File: src/rtl/nco_pkg.sv
package nco_pkg;
  // Truncated phase that feeds the amplitude stage and its split
  localparam int PH_W   = 12;
  localparam int QTR_W  = PH_W - 2;        // bits inside one quadrant
  localparam int SEG_W  = 5;               // coarse interval index bits
  localparam int FINE_W = QTR_W - SEG_W;   // interpolation fraction bits
  localparam int AMP_W  = 12;              // unsigned quarter-wave magnitude
  localparam int OUT_W  = AMP_W + 1;       // signed sample width
  localparam int PROD_W = AMP_W + FINE_W;  // rise * fraction product width
  localparam int LFSR_W = 16;
  localparam logic [LFSR_W-1:0] LFSR_SEED = 16'hACE1;

  typedef struct packed {
    logic             neg;
    logic [AMP_W-1:0] base;
    logic [AMP_W-1:0] next;
    logic [FINE_W-1:0] fine;
  } seg_t;

  // Coarse quarter-wave points: round(4095 * sin(k*pi/64)), k = 0..32
  function automatic logic [AMP_W-1:0] qtr_sine(input logic [SEG_W:0] k);
    case (k)
      6'd0:  qtr_sine = 12'd0;    6'd1:  qtr_sine = 12'd201;
      6'd2:  qtr_sine = 12'd401;  6'd3:  qtr_sine = 12'd601;
      6'd4:  qtr_sine = 12'd799;  6'd5:  qtr_sine = 12'd995;
      6'd6:  qtr_sine = 12'd1189; 6'd7:  qtr_sine = 12'd1380;
      6'd8:  qtr_sine = 12'd1567; 6'd9:  qtr_sine = 12'd1751;
      6'd10: qtr_sine = 12'd1930; 6'd11: qtr_sine = 12'd2105;
      6'd12: qtr_sine = 12'd2275; 6'd13: qtr_sine = 12'd2439;
      6'd14: qtr_sine = 12'd2598; 6'd15: qtr_sine = 12'd2750;
      6'd16: qtr_sine = 12'd2896; 6'd17: qtr_sine = 12'd3034;
      6'd18: qtr_sine = 12'd3165; 6'd19: qtr_sine = 12'd3289;
      6'd20: qtr_sine = 12'd3405; 6'd21: qtr_sine = 12'd3512;
      6'd22: qtr_sine = 12'd3611; 6'd23: qtr_sine = 12'd3702;
      6'd24: qtr_sine = 12'd3783; 6'd25: qtr_sine = 12'd3856;
      6'd26: qtr_sine = 12'd3919; 6'd27: qtr_sine = 12'd3972;
      6'd28: qtr_sine = 12'd4016; 6'd29: qtr_sine = 12'd4051;
      6'd30: qtr_sine = 12'd4075; 6'd31: qtr_sine = 12'd4090;
      default: qtr_sine = 12'd4095;
    endcase
  endfunction
endpackage

File: src/rtl/nco_dither_lfsr.sv
module nco_dither_lfsr
  import nco_pkg::*;
#(
  parameter int DITHER_W = 5
) (
  input  logic                clk,
  input  logic                rst,
  input  logic                en,
  output logic [DITHER_W-1:0] dither
);
  logic [LFSR_W-1:0] state_q;
  logic              fb;

  // Maximal-length taps 16,14,13,11
  assign fb = state_q[15] ^ state_q[13] ^ state_q[12] ^ state_q[10];

  always_ff @(posedge clk) begin
    if (rst)     state_q <= LFSR_SEED;
    else if (en) state_q <= {state_q[LFSR_W-2:0], fb};
  end

  assign dither = state_q[DITHER_W-1:0];
endmodule

File: src/rtl/nco_phase_acc.sv
module nco_phase_acc
  import nco_pkg::*;
#(
  parameter int ACC_W    = 32,
  parameter int DITHER_W = 5
) (
  input  logic                clk,
  input  logic                rst,
  input  logic                en,
  input  logic [ACC_W-1:0]    inc,
  input  logic [DITHER_W-1:0] dither,
  output logic [PH_W-1:0]     phase
);
  // dither lands directly below the truncation point
  localparam int DSH = ACC_W - PH_W - DITHER_W;

  logic [ACC_W-1:0] acc_q;
  logic [ACC_W-1:0] dith_ext;
  logic [ACC_W-1:0] dith_sum;

  assign dith_ext = ACC_W'(dither) << DSH;
  assign dith_sum = acc_q + dith_ext;

  always_ff @(posedge clk) begin
    if (rst) begin
      acc_q <= '0;
      phase <= '0;
    end else if (en) begin
      acc_q <= acc_q + inc;
      phase <= PH_W'(dith_sum >> (ACC_W - PH_W));
    end
  end
endmodule

File: src/rtl/nco_sine_gen.sv
module nco_sine_gen
  import nco_pkg::*;
(
  input  logic                    clk,
  input  logic                    rst,
  input  logic                    en,
  input  logic [PH_W-1:0]         phase,
  output logic signed [OUT_W-1:0] sample
);
  localparam logic [SEG_W:0] SEG_LAST = (SEG_W+1)'(1 << SEG_W);

  logic [QTR_W:0]    idx;
  logic [SEG_W:0]    seg_lo;
  logic [SEG_W:0]    seg_hi;
  seg_t              seg_d, seg_q;
  logic [AMP_W-1:0]  rise;
  logic [PROD_W-1:0] prod;
  logic [PROD_W-1:0] prod_rnd;
  logic [OUT_W-1:0]  mag;
  logic [OUT_W-1:0]  signed_mag;

  // Stage A: fold the phase into one quadrant and fetch two coarse points
  always_comb begin
    if (phase[PH_W-2])
      idx = (QTR_W+1)'(1 << QTR_W) - {1'b0, phase[QTR_W-1:0]};
    else
      idx = {1'b0, phase[QTR_W-1:0]};
    seg_lo     = idx[QTR_W:FINE_W];
    seg_hi     = (seg_lo == SEG_LAST) ? seg_lo : seg_lo + 1'b1;
    seg_d.neg  = phase[PH_W-1];
    seg_d.base = qtr_sine(seg_lo);
    seg_d.next = qtr_sine(seg_hi);
    seg_d.fine = idx[FINE_W-1:0];
  end

  // Stage B: correct the coarse value with a multiply, then apply the sign
  always_comb begin
    rise       = seg_q.next - seg_q.base;
    prod       = PROD_W'(rise) * PROD_W'(seg_q.fine);
    prod_rnd   = prod + PROD_W'(1 << (FINE_W - 1));
    mag        = OUT_W'(seg_q.base) + OUT_W'(prod_rnd >> FINE_W);
    signed_mag = seg_q.neg ? OUT_W'(-mag) : mag;
  end

  always_ff @(posedge clk) begin
    if (rst) begin
      seg_q  <= '0;
      sample <= '0;
    end else if (en) begin
      seg_q  <= seg_d;
      sample <= signed'(signed_mag);
    end
  end
endmodule

File: src/rtl/nco_dither_sine.sv
module nco_dither_sine
  import nco_pkg::*;
#(
  parameter int ACC_W     = 32,
  parameter int DITHER_W  = 5,
  parameter bit DITHER_EN = 1'b1
) (
  input  logic                    clk,
  input  logic                    rst,
  input  logic                    en,
  input  logic [ACC_W-1:0]        phase_inc,
  output logic                    out_valid,
  output logic signed [OUT_W-1:0] out_sample
);
  localparam int LAT = 3;  // phase register, segment register, sample register

  logic [DITHER_W-1:0] lfsr_dither;
  logic [DITHER_W-1:0] dither;
  logic [PH_W-1:0]     ph_q;
  logic [LAT-1:0]      fill_q;

  nco_dither_lfsr #(.DITHER_W(DITHER_W)) lfsr_i (
    .clk(clk), .rst(rst), .en(en), .dither(lfsr_dither)
  );

  generate
    if (DITHER_EN) begin : g_dith
      assign dither = lfsr_dither;
    end else begin : g_nodith
      assign dither = '0;
    end
  endgenerate

  nco_phase_acc #(.ACC_W(ACC_W), .DITHER_W(DITHER_W)) acc_i (
    .clk(clk), .rst(rst), .en(en), .inc(phase_inc),
    .dither(dither), .phase(ph_q)
  );

  nco_sine_gen gen_i (
    .clk(clk), .rst(rst), .en(en), .phase(ph_q), .sample(out_sample)
  );

  always_ff @(posedge clk) begin
    if (rst)     fill_q <= '0;
    else if (en) fill_q <= {fill_q[LAT-2:0], 1'b1};
  end

  assign out_valid = fill_q[LAT-1];
endmodule

File: config.mk
export PLATFORM = sky130hd
export DESIGN_NAME = nco_dither_sine
export DESIGN_NICKNAME = d
export VERILOG_FILES = /design/src/rtl/nco_pkg.sv /design/src/rtl/nco_dither_lfsr.sv /design/src/rtl/nco_phase_acc.sv /design/src/rtl/nco_sine_gen.sv /design/src/rtl/nco_dither_sine.sv
export SDC_FILE = /design/constraint.sdc
export NUM_CORES = 1
export LEC_CHECK = 0
export BUFFER_PORTS_ARGS = -buffer_cell sky130_fd_sc_hd__buf_2
export CAP_MARGIN = 20
export CORE_UTILIZATION = 40
export CTS_CLUSTER_SIZE = 24
export DETAILED_ROUTE_END_ITERATION = 16
export PLACE_DENSITY = 0.61
export RECOVER_POWER = 100
export SLEW_MARGIN = 5
export SYNTH_ARGS = -nofsm -noshare
export SYNTH_HDL_FRONTEND = slang
export SYNTH_HIERARCHICAL = 1
export SYNTH_SLANG_ARGS = --single-unit
File: constraint.sdc
create_clock -name clk -period 7.4 [get_ports clk]
set_input_delay 0.74 -clock clk [delete_from_list [all_inputs] [get_ports clk]]
set_output_delay 0.74 -clock clk [all_outputs]
set_load 0.02 [all_outputs]
After elaboration in Yosys (flattened, before gate mapping)
Memories as Yosys holds them, arrays and structs flattened.
Cells that the tools add are included.
{"block": "word_totals", "ff_bits": 106, "mem_bits_ro": 768, "elab_cells": 29, "memories": 2}
{"memory": "(no name shown)", "words": 32, "word_bits": 12, "read_ports": 1, "rd_clocked_by_memory_dff": 0, "write_ports": 0, "line_no": "nco_pkg.sv:22", "rtl": "case (k)"}
{"memory": "(no name shown)", "words": 32, "word_bits": 12, "read_ports": 1, "rd_clocked_by_memory_dff": 0, "write_ports": 0, "line_no": "nco_pkg.sv:22"}
{"block": "op_classes", "n_addsub": 8, "n_mul": 1, "eq_ne": 1, "mux": 5, "bitwise": 3}
{"cell": "32-bit by 20-bit adder with 32-bit output", "count": 1}
{"cell": "32-bit adder", "count": 1}
{"cell": "12-bit two-way mux", "count": 2}
{"cell": "17-bit by 5-bit adder with 17-bit output, second input constant", "count": 1}
{"cell": "12-bit by 5-bit multiplier with 17-bit output", "count": 1}
{"cell": "12-bit by 12-bit adder with 13-bit output", "count": 1}
{"cell": "13-bit two-way mux", "count": 1}
{"cell": "13-bit negation", "count": 1}
{"cell": "12-bit subtractor", "count": 1}
{"cell": "11-bit two-way mux", "count": 1}
{"cell": "11-bit by 10-bit subtractor with 11-bit output, first input constant", "count": 1}
{"cell": "6-bit by 1-bit adder with 6-bit output, second input constant", "count": 1}
{"cell": "6-bit equality test, second input constant", "count": 1}
{"cell": "6-bit two-way mux", "count": 1}
{"cell": "1-bit bitwise XOR", "count": 3}

Depth between registers and ports, before layout
{"block": "logic_depth", "word_depth": 6, "mapped_depth": 32, "depth_no_buf": 32}

Cells and area by module
Netlist, hierarchy kept.
{"module": "nco_sine_gen", "instances": 1, "cells_per_inst": 816, "area_per_inst_um2": 6286.0}
{"module": "nco_phase_acc", "instances": 1, "cells_per_inst": 423, "area_per_inst_um2": 3544.6}
{"module": "nco_dither_lfsr", "instances": 1, "cells_per_inst": 60, "area_per_inst_um2": 656.9}
{"module": "nco_dither_sine", "instances": 1, "cells_per_inst": 9, "area_per_inst_um2": 95.1}

Worst setup path before layout
Ideal clock, no wire load.
{"block": "synth_timing", "path_kind": "reg2reg", "from": "reg gen_i/seg_q[18] (netlist bit)", "to": "reg gen_i.sample[12]", "t_arrival_ps": 7006, "required_ps": 7280, "path_slack_ps": 274, "path_stages_with_launch": 32, "n_path_buf": 0, "path_cell_list": "dfxtp_1 > inv_1 > ha_1 > nor2b_1 > o21ai_0 > a21boi_0 > o21ai_0 > a21oi_1 > a21oi_1 > xnor2_1 > and2_1 > fa_1 > fa_1 > inv_1 > fa_1 > inv_1 > ha_1 > or2_2 > a21oi_1 > a31oi_1 > a41oi_1 > nor2b_1 > xnor2_1 > ha_1 > inv_1 > and3_1 > a2111oi_0 > o311ai_1 > or2_2 > o41ai_1 > nor4b_1 > a211o_1"}
{"block": "synth_between", "elab_chain_len": 6}
{"element": "start, declared", "line_no": "nco_sine_gen.sv:15", "rtl": "seg_t seg_d, seg_q;"}
{"element": "start signal, assigned", "line_no": "nco_sine_gen.sv:50", "rtl": "seg_q <= seg_d;"}
{"element": "12-bit subtractor", "line_no": "nco_sine_gen.sv:38", "rtl": "rise = seg_q.next - seg_q.base;"}
{"element": "12-bit by 5-bit multiplier with 17-bit output", "line_no": "nco_sine_gen.sv:39", "rtl": "prod = PROD_W'(rise) * PROD_W'(seg_q.fine);"}
{"element": "17-bit by 5-bit adder with 17-bit output", "line_no": "nco_sine_gen.sv:40", "rtl": "prod_rnd = prod + PROD_W'(1 << (FINE_W - 1));"}
{"element": "12-bit by 12-bit adder with 13-bit output *", "line_no": "nco_sine_gen.sv:41", "rtl": "mag = OUT_W'(seg_q.base) + OUT_W'(prod_rnd >> FINE_W);"}
{"element": "13-bit negation", "line_no": "nco_sine_gen.sv:42", "rtl": "signed_mag = seg_q.neg ? OUT_W'(-mag) : mag;"}
{"element": "13-bit two-way mux *", "line_no": "nco_sine_gen.sv:42"}
{"element": "end signal, assigned", "line_no": "nco_sine_gen.sv:51", "rtl": "sample <= signed'(signed_mag);"}
{"element": "end, declared", "line_no": "nco_sine_gen.sv:8", "rtl": "output logic signed [OUT_W-1:0] sample"}
Mark *: on every way between the ends. The rest lies on a longest branch, timed or not.
A chain may end at the register's enable or synchronous reset.

Worst setup path in the final report
{"block": "layout_timing", "from": "reg gen_i/seg_q[5] (netlist bit)", "to": "reg gen_i.sample[11]"}
{"block": "layout_between", "elab_chain_len": 6}
{"element": "12-bit subtractor *", "line_no": "nco_sine_gen.sv:38"}
{"element": "12-bit by 5-bit multiplier with 17-bit output *", "line_no": "nco_sine_gen.sv:39"}
{"element": "17-bit by 5-bit adder with 17-bit output *", "line_no": "nco_sine_gen.sv:40"}
{"element": "12-bit by 12-bit adder with 13-bit output *", "line_no": "nco_sine_gen.sv:41"}
{"element": "13-bit negation", "line_no": "nco_sine_gen.sv:42"}
{"element": "13-bit two-way mux *", "line_no": "nco_sine_gen.sv:42"}
Marked as above.

==> flow_results.xml <==
<?xml version="1.0" encoding="UTF-8"?>
<metrics>
  <group name="worst_setup_path">
    <metric name="worst_reg2reg_path_depth" unit="">32</metric>
    <metric name="critPathSlowestCell" unit="">sky130_fd_sc_hd__fa_1</metric>
    <metric name="setup.worst_path.start_class" unit="">register</metric>
    <metric name="cp_data_required_time" unit="ps">7670</metric>
    <metric name="r2r_start" unit="">gen_i/seg_q[5]$_SDFFE_PP0P_</metric>
    <metric name="r2r_end" unit="">gen_i/sample[11]$_SDFFE_PP0P_</metric>
    <metric name="worst_setup_path_end_kind" unit="">register</metric>
    <metric name="worstSetupPathType" unit="">reg2reg</metric>
    <metric name="cp.arrival" unit="ps">7290</metric>
    <metric name="r2r_slack" unit="ps">380</metric>
    <metric name="crit_fanout" unit="">5</metric>
    <metric name="cp_slowest_stage_delay" unit="ps">540</metric>
  </group>
  <group name="drt">
    <metric name="route.detailed.drc" unit="">0</metric>
    <metric name="totalWireLength" unit="µm">26000</metric>
    <metric name="wirelength_met1" unit="µm">12300</metric>
    <metric name="max_used_layer" unit="">met4</metric>
    <metric name="dr.first_iter.drc_count" unit="">563</metric>
    <metric name="routed-wl-met3" unit="µm">1050</metric>
    <metric name="route.antenna.remaining_nets" unit="">0</metric>
    <metric name="drt-pass1-iter-count" unit="">5</metric>
    <metric name="route.detailed.vias_per_inst" unit="">5.58</metric>
    <metric name="detail_route.wl_per_cell" unit="µm">15.5</metric>
    <metric name="detailroute.via_count" unit="">9362</metric>
    <metric name="route.met2.wl" unit="µm">12300</metric>
  </group>
  <group name="worst_hold_path">
    <metric name="hold_path_end" unit="">lfsr_i/state_q[11]$_SDFFE_PP1P_</metric>
    <metric name="worst_hold_path.num_cells" unit="">2</metric>
    <metric name="hp-class" unit="">reg2reg</metric>
    <metric name="hold_path.startpoint" unit="">lfsr_i/state_q[11]$_SDFFE_PP1P_</metric>
  </group>
  <group name="global_routing">
    <metric name="gr-total-overflow" unit="">0</metric>
    <metric name="number_of_antenna_violations_at_the_first_check_in_global_routing" unit="">0</metric>
    <metric name="groute.usage.overall" unit="">0.193</metric>
    <metric name="first_global_vias" unit="">8583</metric>
    <metric name="global_route_wire_length_before_repair" unit="µm">42200</metric>
    <metric name="grt_start_max_net_pins" unit="">89</metric>
  </group>
  <group name="cells_and_area">
    <metric name="final_cell_utilization_of_the_core" unit="">0.450</metric>
    <metric name="nNetsFinal" unit="">1511</metric>
    <metric name="finish.cell_count_without_fillers" unit="">1678</metric>
    <metric name="filler_cell_count" unit="">2637</metric>
    <metric name="multiInputGateArea" unit="µm²">7960</metric>
    <metric name="syn_to_final_growth" unit="%">10.4</metric>
    <metric name="diodes" unit="">0</metric>
    <metric name="layout-drive-gt1-share" unit="">0.117</metric>
    <metric name="layout.area.seq" unit="µm²">2120</metric>
  </group>
  <group name="pwr">
    <metric name="p_per_area" unit="nW/µm²">289</metric>
    <metric name="finalPower" unit="W">0.00337</metric>
    <metric name="static-leakage-power" unit="nW">5.19</metric>
    <metric name="worst_ir_drop_vdd" unit="V">0.000174</metric>
  </group>
  <group name="clock_tree">
    <metric name="cts_hold_buffers" unit="">0</metric>
    <metric name="cts_sinks" unit="">106</metric>
    <metric name="ctsRootBufferMaster" unit="">sky130_fd_sc_hd__clkbuf_16</metric>
    <metric name="path_clk_slew" unit="ps">70</metric>
    <metric name="ctsHtreeMaxLevel" unit="">3</metric>
    <metric name="cts_max_path_buffers" unit="">2</metric>
    <metric name="tritoncts" unit="">yes</metric>
    <metric name="clock_insertion_delay_at_the_later_pin_of_the_skew_report" unit="ps">360</metric>
    <metric name="cts_inserted_buffers" unit="">9</metric>
  </group>
  <group name="synth">
    <metric name="synth.yosys.warnings" unit="">6</metric>
    <metric name="ys_async_sr_fraction" unit="">0</metric>
    <metric name="synth-seq-area-share" unit="">0.201</metric>
    <metric name="synth.most_common_cell" unit="">sky130_fd_sc_hd__nor2_1</metric>
    <metric name="synth-edff-count" unit="">0</metric>
    <metric name="synth_xor_xnor_area_share" unit="">0.0738</metric>
    <metric name="synth.ff_latch_count" unit="">106</metric>
    <metric name="synth.cells.most_frequent" unit="">sky130_fd_sc_hd__nor2_1, sky130_fd_sc_hd__dfxtp_1, sky130_fd_sc_hd__ha_1, sky130_fd_sc_hd__inv_1, sky130_fd_sc_hd__nand2_1</metric>
    <metric name="syn_avg_cell_area" unit="µm²">8.09</metric>
    <metric name="synthMuxAreaShare" unit="">0.0458</metric>
    <metric name="mappedNetlistArea" unit="µm²">10600</metric>
    <metric name="post_synth_num_cell_types" unit="">92</metric>
    <metric name="post-synth-top-area-cell" unit="">sky130_fd_sc_hd__dfxtp_1</metric>
    <metric name="synth_compound_gate_area_share" unit="">0.220</metric>
    <metric name="synth_cells" unit="">1308</metric>
    <metric name="yosys.area_share.simple" unit="">0.207</metric>
    <metric name="synth_top_cell_area_share" unit="">0.201</metric>
    <metric name="largest_family_of_logic_cells_by_synthesized_area" unit="">compound AO/OA/AOI/OAI gates</metric>
    <metric name="ys.flop_type" unit="">sky130_fd_sc_hd__dfxtp_1</metric>
    <metric name="post_synthesis_adder_cell_area_fraction" unit="">0.187</metric>
    <metric name="synth.top_cells.by_area" unit="">sky130_fd_sc_hd__dfxtp_1, sky130_fd_sc_hd__ha_1, sky130_fd_sc_hd__fa_1</metric>
    <metric name="synth_fp_nets" unit="">1481</metric>
  </group>
  <group name="die">
    <metric name="fp-row-count" unit="">59</metric>
    <metric name="dieArea" unit="µm²">27100</metric>
    <metric name="dieHeight" unit="µm">165</metric>
    <metric name="fp.coreArea" unit="µm²">26000</metric>
    <metric name="floorplan.initialDensity" unit="">0.407</metric>
    <metric name="io_pins" unit="">49</metric>
    <metric name="floorplan.die.width" unit="µm">165</metric>
  </group>
  <group name="sta">
    <metric name="hold_viol" unit="">0</metric>
    <metric name="min_period" unit="ps">7020</metric>
    <metric name="setup_tns" unit="ps">0</metric>
    <metric name="max_slew.worst_pin.slew" unit="ps">3610</metric>
    <metric name="maxSlewViolCount" unit="">102</metric>
    <metric name="timing.max_slew.rel_slack" unit="">-1.40</metric>
    <metric name="max_clock_freq" unit="MHz">142</metric>
    <metric name="min_period_over_period" unit="">0.949</metric>
    <metric name="finClkSkew" unit="ps">6.67</metric>
    <metric name="setup_viol_count_final" unit="">0</metric>
    <metric name="postLayoutSetupSlackWorst" unit="ps">380</metric>
  </group>
  <group name="placed_design">
    <metric name="detailedPlace.worstSlack" unit="ps">-301</metric>
    <metric name="port_buffers" unit="">48</metric>
    <metric name="dpl_hpwl" unit="µm">19300</metric>
    <metric name="globalplace.congestion" unit="">0.886</metric>
    <metric name="dp_cells" unit="">1655</metric>
  </group>
  <group name="status">
    <metric name="outcome" unit="">complete, but fails checks</metric>
    <metric name="failing_checks" unit="">max-capacitance violations, max-slew violations</metric>
  </group>
  <group name="job">
    <metric name="cap_viol_max_count" unit="">2</metric>
  </group>
</metrics>
[routing by layer]
layer	up-vias	GRT usage
li1	4698	-
met1	4429	0.262
met2	210	0.320
met3	25	0.0274
met4	0	0.0463
met5	-	0
[worst max path at each step]
stage / startpoint / to
detailed placement: gen_i/seg_q[5]$_SDFFE_PP0P_ / gen_i/sample[12]$_SDFFE_PP0P_
floorplan: gen_i/seg_q[18]$_SDFFE_PP0P_ / gen_i/sample[12]$_SDFFE_PP0P_
global route: gen_i/seg_q[18]$_SDFFE_PP0P_ / gen_i/sample[11]$_SDFFE_PP0P_
global placement: gen_i/seg_q[5]$_SDFFE_PP0P_ / gen_i/sample[12]$_SDFFE_PP0P_
CTS: gen_i/seg_q[18]$_SDFFE_PP0P_ / gen_i/sample[12]$_SDFFE_PP0P_
finish: gen_i/seg_q[5]$_SDFFE_PP0P_ / gen_i/sample[11]$_SDFFE_PP0P_
[per-stage QoR]
stage | hold slack [ps] | instance area, µm²
detailed placement | 461 | 11200
global placement | 454 | 11200
global route | 494 | 11700
CTS | 480 | 11500
finish | 480 | 11700
floorplan | 438 | 10600
[cells in the final DEF (no fill, tap or decap), types with 20 or more instances in the layout]
master                     instances
sky130_fd_sc_hd__a21o_1           20
sky130_fd_sc_hd__nor2b_1          25
sky130_fd_sc_hd__xnor2_1          40
sky130_fd_sc_hd__dfxtp_1         106
sky130_fd_sc_hd__a211oi_1         34
sky130_fd_sc_hd__buf_4            37
sky130_fd_sc_hd__nand2_1          74
sky130_fd_sc_hd__buf_2            32
sky130_fd_sc_hd__nand3_1          20
sky130_fd_sc_hd__mux2i_1          45
sky130_fd_sc_hd__fa_1             32
sky130_fd_sc_hd__nor3_1           29
sky130_fd_sc_hd__and2_1           50
sky130_fd_sc_hd__a21oi_1          64
sky130_fd_sc_hd__nor2_1          146
sky130_fd_sc_hd__o21ai_0          45
sky130_fd_sc_hd__ha_1            103
sky130_fd_sc_hd__inv_1            98
sky130_fd_sc_hd__xor2_1           32
sky130_fd_sc_hd__nand2b_1         23
[layout make-up]
cell class	count	share of cell area
sequential	106	0.182
timing repair buffer	87	0.0439
inverter	101	0.0324
clock inverter	6	0.00418
clock buffer	10	0.0205
multi-input combinational	1033	0.682
tap	335	0.0359
[flip-flops by register name, indices dropped and copies added, names as in the netlist]
name            count
acc_i/acc_q        32
gen_i/seg_q        30
lfsr_i/state_q     16
gen_i/sample       13
acc_i/phase        12
fill_q              3
[where the power goes]
| group | leakage [nW] | switching, W | internal [W] |
|---|---|---|---|
| Combinational | 4.17 | 0.00124 | 0.000921 |
| Clock | 0.143 | 0.000231 | 0.000241 |
| Sequential | 0.876 | 0.0000842 | 0.000656 |
[repair_timing]
action / 4_1_cts / 5_1_grt
pin swaps: 3 / 17
resized for setup: 5 / 49
setup endpoints to repair: 3 / 5
buffers inserted: 2 / 5
[critical path: cells and delay by family (launching register included)]
family / cells / cell delay [ps]
xor gates and xnor gates: 3 / 370
adders and majority gates: 7 / 2670
and+or+nand+nor: 7 / 1350
buffers and inverters: 5 / 350
DFF: 1 / 330
AOI/OAI and AO/OA: 10 / 1860
[logic make-up after synthesis]
group / after synthesis
buffers and inverters: 169
muxes: 48
AOI/OAI and AO/OA: 325
and+or+nand+nor: 438
adders and majority gates: 138
DFF: 106
xor gates and xnor gates: 84
(Power assumes the default switching activity.)
